==> src/rtl/cam_init_pkg.sv <==
package cam_init_pkg;

   typedef enum logic [1:0] {
      K_WR     = 2'd0,
      K_WR_DLY = 2'd1,
      K_VER    = 2'd2,
      K_POLL   = 2'd3
   } row_kind_t;

   typedef struct packed {
      row_kind_t   kind;
      logic [15:0] reg_addr;
      logic [15:0] value;
   } cfg_row_t;

   localparam int unsigned TABLE_LEN = 12;
   localparam int unsigned NON_WRITE_ROWS = 2;

   function automatic cfg_row_t cfg_table(input int unsigned i);
      cfg_row_t r;
      case (i)
         0:       r = '{K_VER,    16'h3000, 16'h0000};
         1:       r = '{K_WR,     16'h3386, 16'h0501};
         2:       r = '{K_WR,     16'h3386, 16'h0500};
         3:       r = '{K_WR,     16'h341E, 16'h8F09};
         4:       r = '{K_WR,     16'h341C, 16'h0250};
         5:       r = '{K_WR_DLY, 16'h341E, 16'h8F09};
         6:       r = '{K_WR,     16'h341E, 16'h8F08};
         7:       r = '{K_WR,     16'h3202, 16'h0008};
         8:       r = '{K_WR,     16'h338C, 16'hA103};
         9:       r = '{K_WR,     16'h3390, 16'h0002};
         10:      r = '{K_POLL,   16'h3390, 16'h0000};
         11:      r = '{K_WR,     16'h301A, 16'h02CC};
         default: r = '{K_WR,     16'h301A, 16'h02CC};
      endcase
      return r;
   endfunction

endpackage

==> src/rtl/cam_cfg_rom.sv <==
module cam_cfg_rom
   import cam_init_pkg::*;
#(
   parameter int unsigned IDX_W   = 4,
   parameter bit          ROM_REG = 1'b0
) (
   input  logic             clk,
   input  logic             rst_n,
   input  logic [IDX_W-1:0] idx,
   output cfg_row_t         row
);

   generate
      if (2**IDX_W < TABLE_LEN) begin : g_bad_idx
         $error("cam_cfg_rom: IDX_W too narrow for table");
      end
      if (ROM_REG) begin : g_reg
         cfg_row_t row_q;
         always_ff @(posedge clk or negedge rst_n) begin
            if (!rst_n) row_q <= cfg_table(0);
            else        row_q <= cfg_table(int'(idx));
         end
         assign row = row_q;
      end else begin : g_comb
         logic unused_clk;
         assign unused_clk = clk ^ rst_n;
         assign row = cfg_table(int'(idx));
      end
   endgenerate

endmodule

==> src/rtl/cam_ms_timer.sv <==
module cam_ms_timer #(
   parameter int unsigned CNT_W = 8
) (
   input  logic             clk,
   input  logic             rst_n,
   input  logic             load,
   input  logic [CNT_W-1:0] load_val,
   input  logic             tick,
   output logic             expired
);

   logic [CNT_W-1:0] cnt;

   always_ff @(posedge clk or negedge rst_n) begin
      if (!rst_n)                   cnt <= '0;
      else if (load)                cnt <= load_val;
      else if (tick && cnt != '0)   cnt <= cnt - 1'b1;
   end

   assign expired = (cnt == '0);

   // time passes only on ticks
   a_r2_hold_without_tick: assert property (@(posedge clk) disable iff (!rst_n)
      !load && !tick |=> $stable(cnt));
   // once expired, stays expired until reloaded
   a_r5_expired_sticky: assert property (@(posedge clk) disable iff (!rst_n)
      expired && !load |=> expired);

endmodule

==> src/rtl/cam_init_seq.sv <==
module cam_init_seq
   import cam_init_pkg::*;
#(
   parameter int unsigned PWRUP_MS    = 200,
   parameter int unsigned PLL_WAIT_MS = 50,
   parameter int unsigned POLL_MAX    = 1024,
   parameter logic [6:0]  DEV_ADDR    = 7'h3C,
   parameter int unsigned FRAME_W     = 8,
   parameter bit          ROM_REG     = 1'b0
) (
   input  logic               clk,
   input  logic               rst_n,
   input  logic               start,
   input  logic               ms_tick,
   output logic               bus_rst,
   output logic               cmd_start,
   output logic               cmd_rw,
   output logic [6:0]         cmd_dev,
   output logic [2:0]         cmd_len,
   output logic [31:0]        cmd_wdata,
   input  logic               cmd_done,
   input  logic               cmd_nack,
   input  logic [15:0]        cmd_rdata,
   output logic               busy,
   output logic               done,
   output logic               error,
   output logic [15:0]        chip_ver,
   output logic [FRAME_W-1:0] frames
);

   localparam int unsigned IDX_W   = $clog2(TABLE_LEN);
   localparam int unsigned MAX_MS  = (PWRUP_MS > PLL_WAIT_MS) ? PWRUP_MS : PLL_WAIT_MS;
   localparam int unsigned TMR_W   = $clog2(MAX_MS + 1);
   localparam int unsigned POLL_W  = $clog2(POLL_MAX + 1);
   localparam int unsigned BYTE_W  = FRAME_W + 2;
   localparam logic [BYTE_W-1:0] BYTES_EXP = BYTE_W'(4 * (TABLE_LEN - NON_WRITE_ROWS));
   localparam logic [IDX_W-1:0]  LAST_IDX  = IDX_W'(TABLE_LEN - 1);
   localparam logic [POLL_W-1:0] POLL_LAST = POLL_W'(POLL_MAX - 1);

   generate
      if (PWRUP_MS < 1 || PLL_WAIT_MS < 1) begin : g_bad_delay
         $error("cam_init_seq: delays must be at least one tick");
      end
      if (POLL_MAX < 1) begin : g_bad_poll
         $error("cam_init_seq: POLL_MAX must be at least 1");
      end
      if (2**FRAME_W <= TABLE_LEN) begin : g_bad_frame
         $error("cam_init_seq: FRAME_W too narrow");
      end
   endgenerate

   typedef enum logic [3:0] {
      S_IDLE, S_BUSRST, S_PWRWAIT, S_FETCH, S_DECODE, S_DLYWAIT,
      S_WR, S_WRW, S_RA, S_RAW, S_RD, S_RDW, S_NEXT, S_END
   } seq_state_t;

   seq_state_t           state;
   logic [IDX_W-1:0]     idx;
   cfg_row_t             row;
   logic [POLL_W-1:0]    poll_cnt;
   logic [BYTE_W-1:0]    byte_cnt;
   logic                 waited;
   logic                 done_q, error_q;
   logic [15:0]          ver_q;
   logic                 tmr_load, tmr_expired;
   logic [TMR_W-1:0]     tmr_val;

   cam_cfg_rom #(.IDX_W(IDX_W), .ROM_REG(ROM_REG)) u_rom (
      .clk   (clk),
      .rst_n (rst_n),
      .idx   (idx),
      .row   (row)
   );

   cam_ms_timer #(.CNT_W(TMR_W)) u_tmr (
      .clk      (clk),
      .rst_n    (rst_n),
      .load     (tmr_load),
      .load_val (tmr_val),
      .tick     (ms_tick),
      .expired  (tmr_expired)
   );

   // timer control
   always_comb begin
      tmr_load = 1'b0;
      tmr_val  = TMR_W'(PWRUP_MS);
      if (state == S_BUSRST) begin
         tmr_load = 1'b1;
      end else if (state == S_DECODE && row.kind == K_WR_DLY && !waited) begin
         tmr_load = 1'b1;
         tmr_val  = TMR_W'(PLL_WAIT_MS);
      end
   end

   // command interface
   always_comb begin
      cmd_start = 1'b0;
      cmd_rw    = 1'b0;
      cmd_len   = 3'd0;
      cmd_wdata = 32'h0;
      cmd_dev   = DEV_ADDR;
      case (state)
         S_WR: begin
            cmd_start = 1'b1;
            cmd_len   = 3'd4;
            cmd_wdata = {row.reg_addr, row.value};
         end
         S_RA: begin
            cmd_start = 1'b1;
            cmd_len   = 3'd2;
            cmd_wdata = {row.reg_addr, 16'h0000};
         end
         S_RD: begin
            cmd_start = 1'b1;
            cmd_rw    = 1'b1;
            cmd_len   = 3'd2;
         end
         default: ;
      endcase
   end

   // sequencer
   always_ff @(posedge clk or negedge rst_n) begin
      if (!rst_n) begin
         state    <= S_IDLE;
         idx      <= '0;
         poll_cnt <= '0;
         byte_cnt <= '0;
         waited   <= 1'b0;
         done_q   <= 1'b0;
         error_q  <= 1'b0;
         ver_q    <= 16'h0;
      end else begin
         case (state)
            S_IDLE: if (start) begin
               byte_cnt <= '0;
               error_q  <= 1'b0;
               done_q   <= 1'b0;
               poll_cnt <= '0;
               waited   <= 1'b0;
               idx      <= '0;
               state    <= S_BUSRST;
            end
            S_BUSRST:  state <= S_PWRWAIT;
            S_PWRWAIT: if (tmr_expired) state <= S_FETCH;
            S_FETCH:   state <= S_DECODE;
            S_DECODE: begin
               case (row.kind)
                  K_WR:     state <= S_WR;
                  K_WR_DLY: begin
                     if (!waited) begin
                        waited <= 1'b1;
                        state  <= S_DLYWAIT;
                     end else begin
                        state  <= S_WR;
                     end
                  end
                  default:  state <= S_RA;
               endcase
            end
            S_DLYWAIT: if (tmr_expired) state <= S_WR;
            S_WR:      state <= S_WRW;
            S_WRW: if (cmd_done) begin
               if (cmd_nack) begin
                  error_q <= 1'b1;
                  state   <= S_END;
               end else begin
                  byte_cnt <= byte_cnt + BYTE_W'(4);
                  state    <= S_NEXT;
               end
            end
            S_RA:      state <= S_RAW;
            S_RAW: if (cmd_done) begin
               if (cmd_nack) begin
                  error_q <= 1'b1;
                  state   <= S_END;
               end else begin
                  state   <= S_RD;
               end
            end
            S_RD:      state <= S_RDW;
            S_RDW: if (cmd_done) begin
               if (cmd_nack) begin
                  error_q <= 1'b1;
                  state   <= S_END;
               end else if (row.kind == K_VER) begin
                  ver_q <= cmd_rdata;
                  state <= S_NEXT;
               end else if (cmd_rdata[7:0] == 8'h00) begin
                  state <= S_NEXT;
               end else if (poll_cnt == POLL_LAST) begin
                  error_q <= 1'b1;
                  state   <= S_END;
               end else begin
                  poll_cnt <= poll_cnt + 1'b1;
                  state    <= S_RA;
               end
            end
            S_NEXT: begin
               poll_cnt <= '0;
               waited   <= 1'b0;
               if (idx == LAST_IDX) begin
                  if (byte_cnt != BYTES_EXP) error_q <= 1'b1;
                  state <= S_END;
               end else begin
                  idx   <= idx + 1'b1;
                  state <= S_FETCH;
               end
            end
            S_END: begin
               done_q <= 1'b1;
               state  <= S_IDLE;
            end
            default: state <= S_IDLE;
         endcase
      end
   end

   assign bus_rst  = (state == S_BUSRST);
   assign busy     = (state != S_IDLE);
   assign done     = done_q;
   assign error    = error_q;
   assign chip_ver = ver_q;
   assign frames   = byte_cnt[BYTE_W-1:2];

   // a refused transaction ends the run with an error
   a_r8_nack_aborts: assert property (@(posedge clk) disable iff (!rst_n)
      busy && cmd_done && cmd_nack |=> ##1 (!busy && error && done));
   // start while busy never triggers another bus reset
   a_r10_start_ignored: assert property (@(posedge clk) disable iff (!rst_n)
      busy && !bus_rst && start |=> !bus_rst);
   // new run begins with cleared results
   a_r11_clear_on_start: assert property (@(posedge clk) disable iff (!rst_n)
      $rose(busy) |-> (frames == '0 && !error && !done));
   // commands only while running
   a_r1_cmd_only_busy: assert property (@(posedge clk) disable iff (!rst_n)
      cmd_start |-> busy);
   // poll retries stay inside the bound
   a_r7_poll_bound: assert property (@(posedge clk) disable iff (!rst_n)
      poll_cnt <= POLL_LAST);
   // done and busy never overlap
   a_r9_done_not_busy: assert property (@(posedge clk) disable iff (!rst_n)
      !(done && busy));

endmodule

==> config.mk <==
export PLATFORM = sky130hd
export DESIGN_NAME = cam_init_seq
export DESIGN_NICKNAME = d
export VERILOG_FILES = /design/src/rtl/cam_init_pkg.sv /design/src/rtl/cam_cfg_rom.sv /design/src/rtl/cam_ms_timer.sv /design/src/rtl/cam_init_seq.sv
export SDC_FILE = /design/constraint.sdc
export NUM_CORES = 1
export LEC_CHECK = 0
export BUFFER_PORTS_ARGS = -buffer_cell sky130_fd_sc_hd__buf_2
export CORE_ASPECT_RATIO = 1.25
export CORE_MARGIN = 4
export CORE_UTILIZATION = 30
export DETAILED_ROUTE_END_ITERATION = 8
export PLACE_DENSITY = 0.56
export SLEW_MARGIN = 10
export SYNTH_ARGS = -nofsm -noshare
export SYNTH_HDL_FRONTEND = slang
export SYNTH_SLANG_ARGS = --single-unit
==> constraint.sdc <==
create_clock -name clk -period 2.71 [get_ports clk]
set_input_delay 0.542 -clock clk [delete_from_list [all_inputs] [get_ports clk]]
set_output_delay 0.542 -clock clk [all_outputs]
set_load 0.01 [all_outputs]
==> summary.md <==
| Metric | Value |
|---|---|
| Post-synth top area cell | dfrtp_1 |
| Endpoint class of the critical path | flop |
| Post-DP HPWL | about 7000 um |
| Reg-to-Reg End | poll_cnt[8] |
| Initial Utilization | 0.310 |
| Io pins | 94 |
| Worst R2R Path Depth | 8 |
| Max Fclk | just over 400 MHz |
| Vias | between 3000 and 4000 |
| Most common cell on crit path | a21oi_1 |
| Worst Skew | 0.00835 ns |
| Post-CTS Setup Bufs | 0 |
| ANT nets after route | 0 |
| Synth Flop Type | dfrtp_1 |
| Cells after Synth | 413 |
| Final Max Tran Viols | 0 |
| Worst Path Required | a little under 3 ns |
| Tot Pwr | 3.90 mW |
| Tmin final | roughly 2.5 ns |
| I/O Buffers | 76 |
| Distinct cell type count after synthesis | 56 |
| Max FO, Critical Path | 12 |
| Die Ht | 131 um |
| Area contributors post-synth | dfrtp_1, mux2_2, buf_4, a21oi_1, ha_1 |
| CP Cell Sequence | inv_1, ha_1, nor3b_1, a21oi_1, a21oi_1, buf_4, or4b_2, a21oi_1 |
| Hold Crit Class | in2async |
| Crit path DAT | about 2.7 ns |
| Worst Tran Pin Value | between 0.7 and 0.8 ns |
| Power Dens Cells | ~910 nW/um^2 |
| CTS tree | done |
| Initial DRC Count | just under 200 |
| Cell Area, Synth | 3640 sq um |
| Part of the cycle the worst path needs | 0.917 |
| Post-synth EDFFs | 0 |
| Setup-failing EPs final | 0 |
| DRT Pass-1 Iters | 4 |
| Leakage dissipation | around 2.0 nW |
| Highest ir drop seen on vdd | around 0.35 mV |
| Asr flop ratio synth | 1.00 |
| Routed length per instance | 14.3 um |
| Clock sink total | 54 |
| WS Path Type | reg2reg |
| Total Routing Usage GR | 0.133 |
| Core Rows | 44 |
| Startpoint Class | flop |
| Via-per-instance ratio | between 4 and 5 |
| # H-tree levels | 2 |
| RSZ-0062 raised after global routing | false |
| Layout area overhead | 17.7% |
| First-pass GRT wire length | roughly 16000 um |
| Reg2reg setup slack | about 0.23 ns |
| Grt total ovfl | 0 |
| Total Wirelength | between 9000 and 10000 um |
| Count leader, synth | dfrtp_1 |
| CTS clk-pin slew, worst paths | roughly 0.08 ns |
| Max Cap Viol | 0 |
| Synth cell count leaders | dfrtp_1, a21oi_1, nand2_1, nor2_1 |
| Slowest cell delay on critical path | around 0.6 ns |
| Initial antenna violation count | 0 |
| Reg-to-Reg Start | idx[0] |
| CTS Buffer Depth | 2 |
| RePlAce Congestion | between 0.8 and 0.9 |
| Share of layout cells above drive strength 1 | 0.266 |
| Nets | ~500 |
| Setup TNS | 0 ns |
| Largest net degree at the start of global routing | 32 |
| Crit path max-delay cell type | or4b_2 |
| Vias in the first global route | 3058 |
| Die W | around 110 um |
| Worst skew pair latency | 0.30 ns |
| Root Driver | clkbuf_16 |
| Syn Area/Cell | approximately 8.8 sq um |
| Status | complete, no violations |
| Final Hold Fails | 0 |
| Fillcell total | about 1200 |
| Area share of the largest cell type after synthesis | 0.371 |
| Slew headroom | 0.507 |
| Sequential fraction of the synthesis area | 0.371 |
| Yosys reg bits | 54 |
| Die ar. | about 14000 sq um |
| Placeable Area | 11700 sq um |
| DRC viols | 0 |
| Number of diodes | 0 |
| Synth warn | 0 |
| Number of CTS-inserted buffers | 5 |
-- registers in the layout (all words and copies together), names as in the netlist --
signal and cells:
byte_cnt 8, error 1, idx 4, u_tmr.cnt 8, chip_ver 16, waited 1
poll_cnt 11, done 1, state 4
-- metrics by stage --
| step | setup WS (ns) | hold slack (ns) | cell area (sq um) | util | cells |
|---|---|---|---|---|---|
| after floorplan | 0.467 | 0.246 | 3700 | - | 428 |
| after global placement | 0.243 | 0.486 | 4130 | 0.352 | 634 |
| after detailed placement | 0.230 | 0.492 | 4130 | 0.352 | 634 |
| after CTS | 0.0755 | 0.277 | 4280 | 0.365 | 642 |
| after global routing | 0.0599 | 0.296 | 4290 | 0.366 | 642 |
| final | 0.225 | 0.253 | 4290 | 0.366 | 642 |
-- where the power goes --
group	total (mW)	switching (mW)	internal (mW)
Clock	0.651	0.303	0.348
Sequential	1.29	0.283	1.01
Combinational	1.95	1.12	0.829
-- worst max-delay path, delay by kind of cell, from the launching register on --
kind / cells / cell delay (ns)
and+or+nand+nor: 2 / 0.81
adders and majority gates: 1 / 0.29
buffers and inverters: 2 / 0.30
DFF: 1 / 0.44
AOI/OAI and AO/OA: 3 / 0.57
-- routing by layer --
metal  track usage  wire length, um  share of wire
met1         0.173             4020           0.44
met2         0.228             4610           0.50
met3        0.0152              383          0.042
met4        0.0419              137          0.015
met5             0                0              0
-- kinds of logic after synthesis --
group / count (synthesis) / share of synthesized area
buffers and inverters: 60 / 0.0876
muxes: 25 / 0.0753
other: 2 / 0.00206
DFF: 54 / 0.371
adders and majority gates: 12 / 0.0412
xor gates and xnor gates: 15 / 0.0361
AOI/OAI and AO/OA: 91 / 0.152
and+or+nand+nor: 154 / 0.235
-- how the worst max path moves through the flow --
stage / start / endpoint / cells past startpoint
after floorplan: idx[0] / cmd_wdata[7] / 7
after global placement: idx[0] / poll_cnt[8] / 8
after detailed placement: idx[0] / poll_cnt[8] / 8
after CTS: state[3] / cmd_wdata[17] / 5
after global routing: state[0] / cmd_wdata[13] / 5
final: idx[0] / poll_cnt[8] / 8
-- placed cells by master (no fill, tap or decap), drive strengths merged, types with 6 or more instances in the layout --
cell and instances:
a21oi 35, buf 89, conb 17, dfrtp 54
ha 12, inv 16, mux2 19, mux2i 6
nand2 33, nand2b 7, nand3 13, nor2 32
nor2b 8, nor3 8, nor4 8, o21ai 24
xnor2 8, xor2 7
-- what timing repair did --
action                     4_1_cts  5_1_grt
setup endpoints to repair        0       19
resized for setup                0        4
hold buffers                     0        0
-- final cells by class --
type                            count  area, sq um  share of cell area
Tap cell                          161          201              0.0470
Inverter                           16         60.1              0.0140
Clock buffer                        5          125              0.0292
Timing Repair Buffer               89          490               0.114
Multi-Input combinational cell    314         2030               0.473
Clock inverter                      3         25.0             0.00584
Sequential cell                    54         1360               0.316
Power figures use the tool's default switching activity.
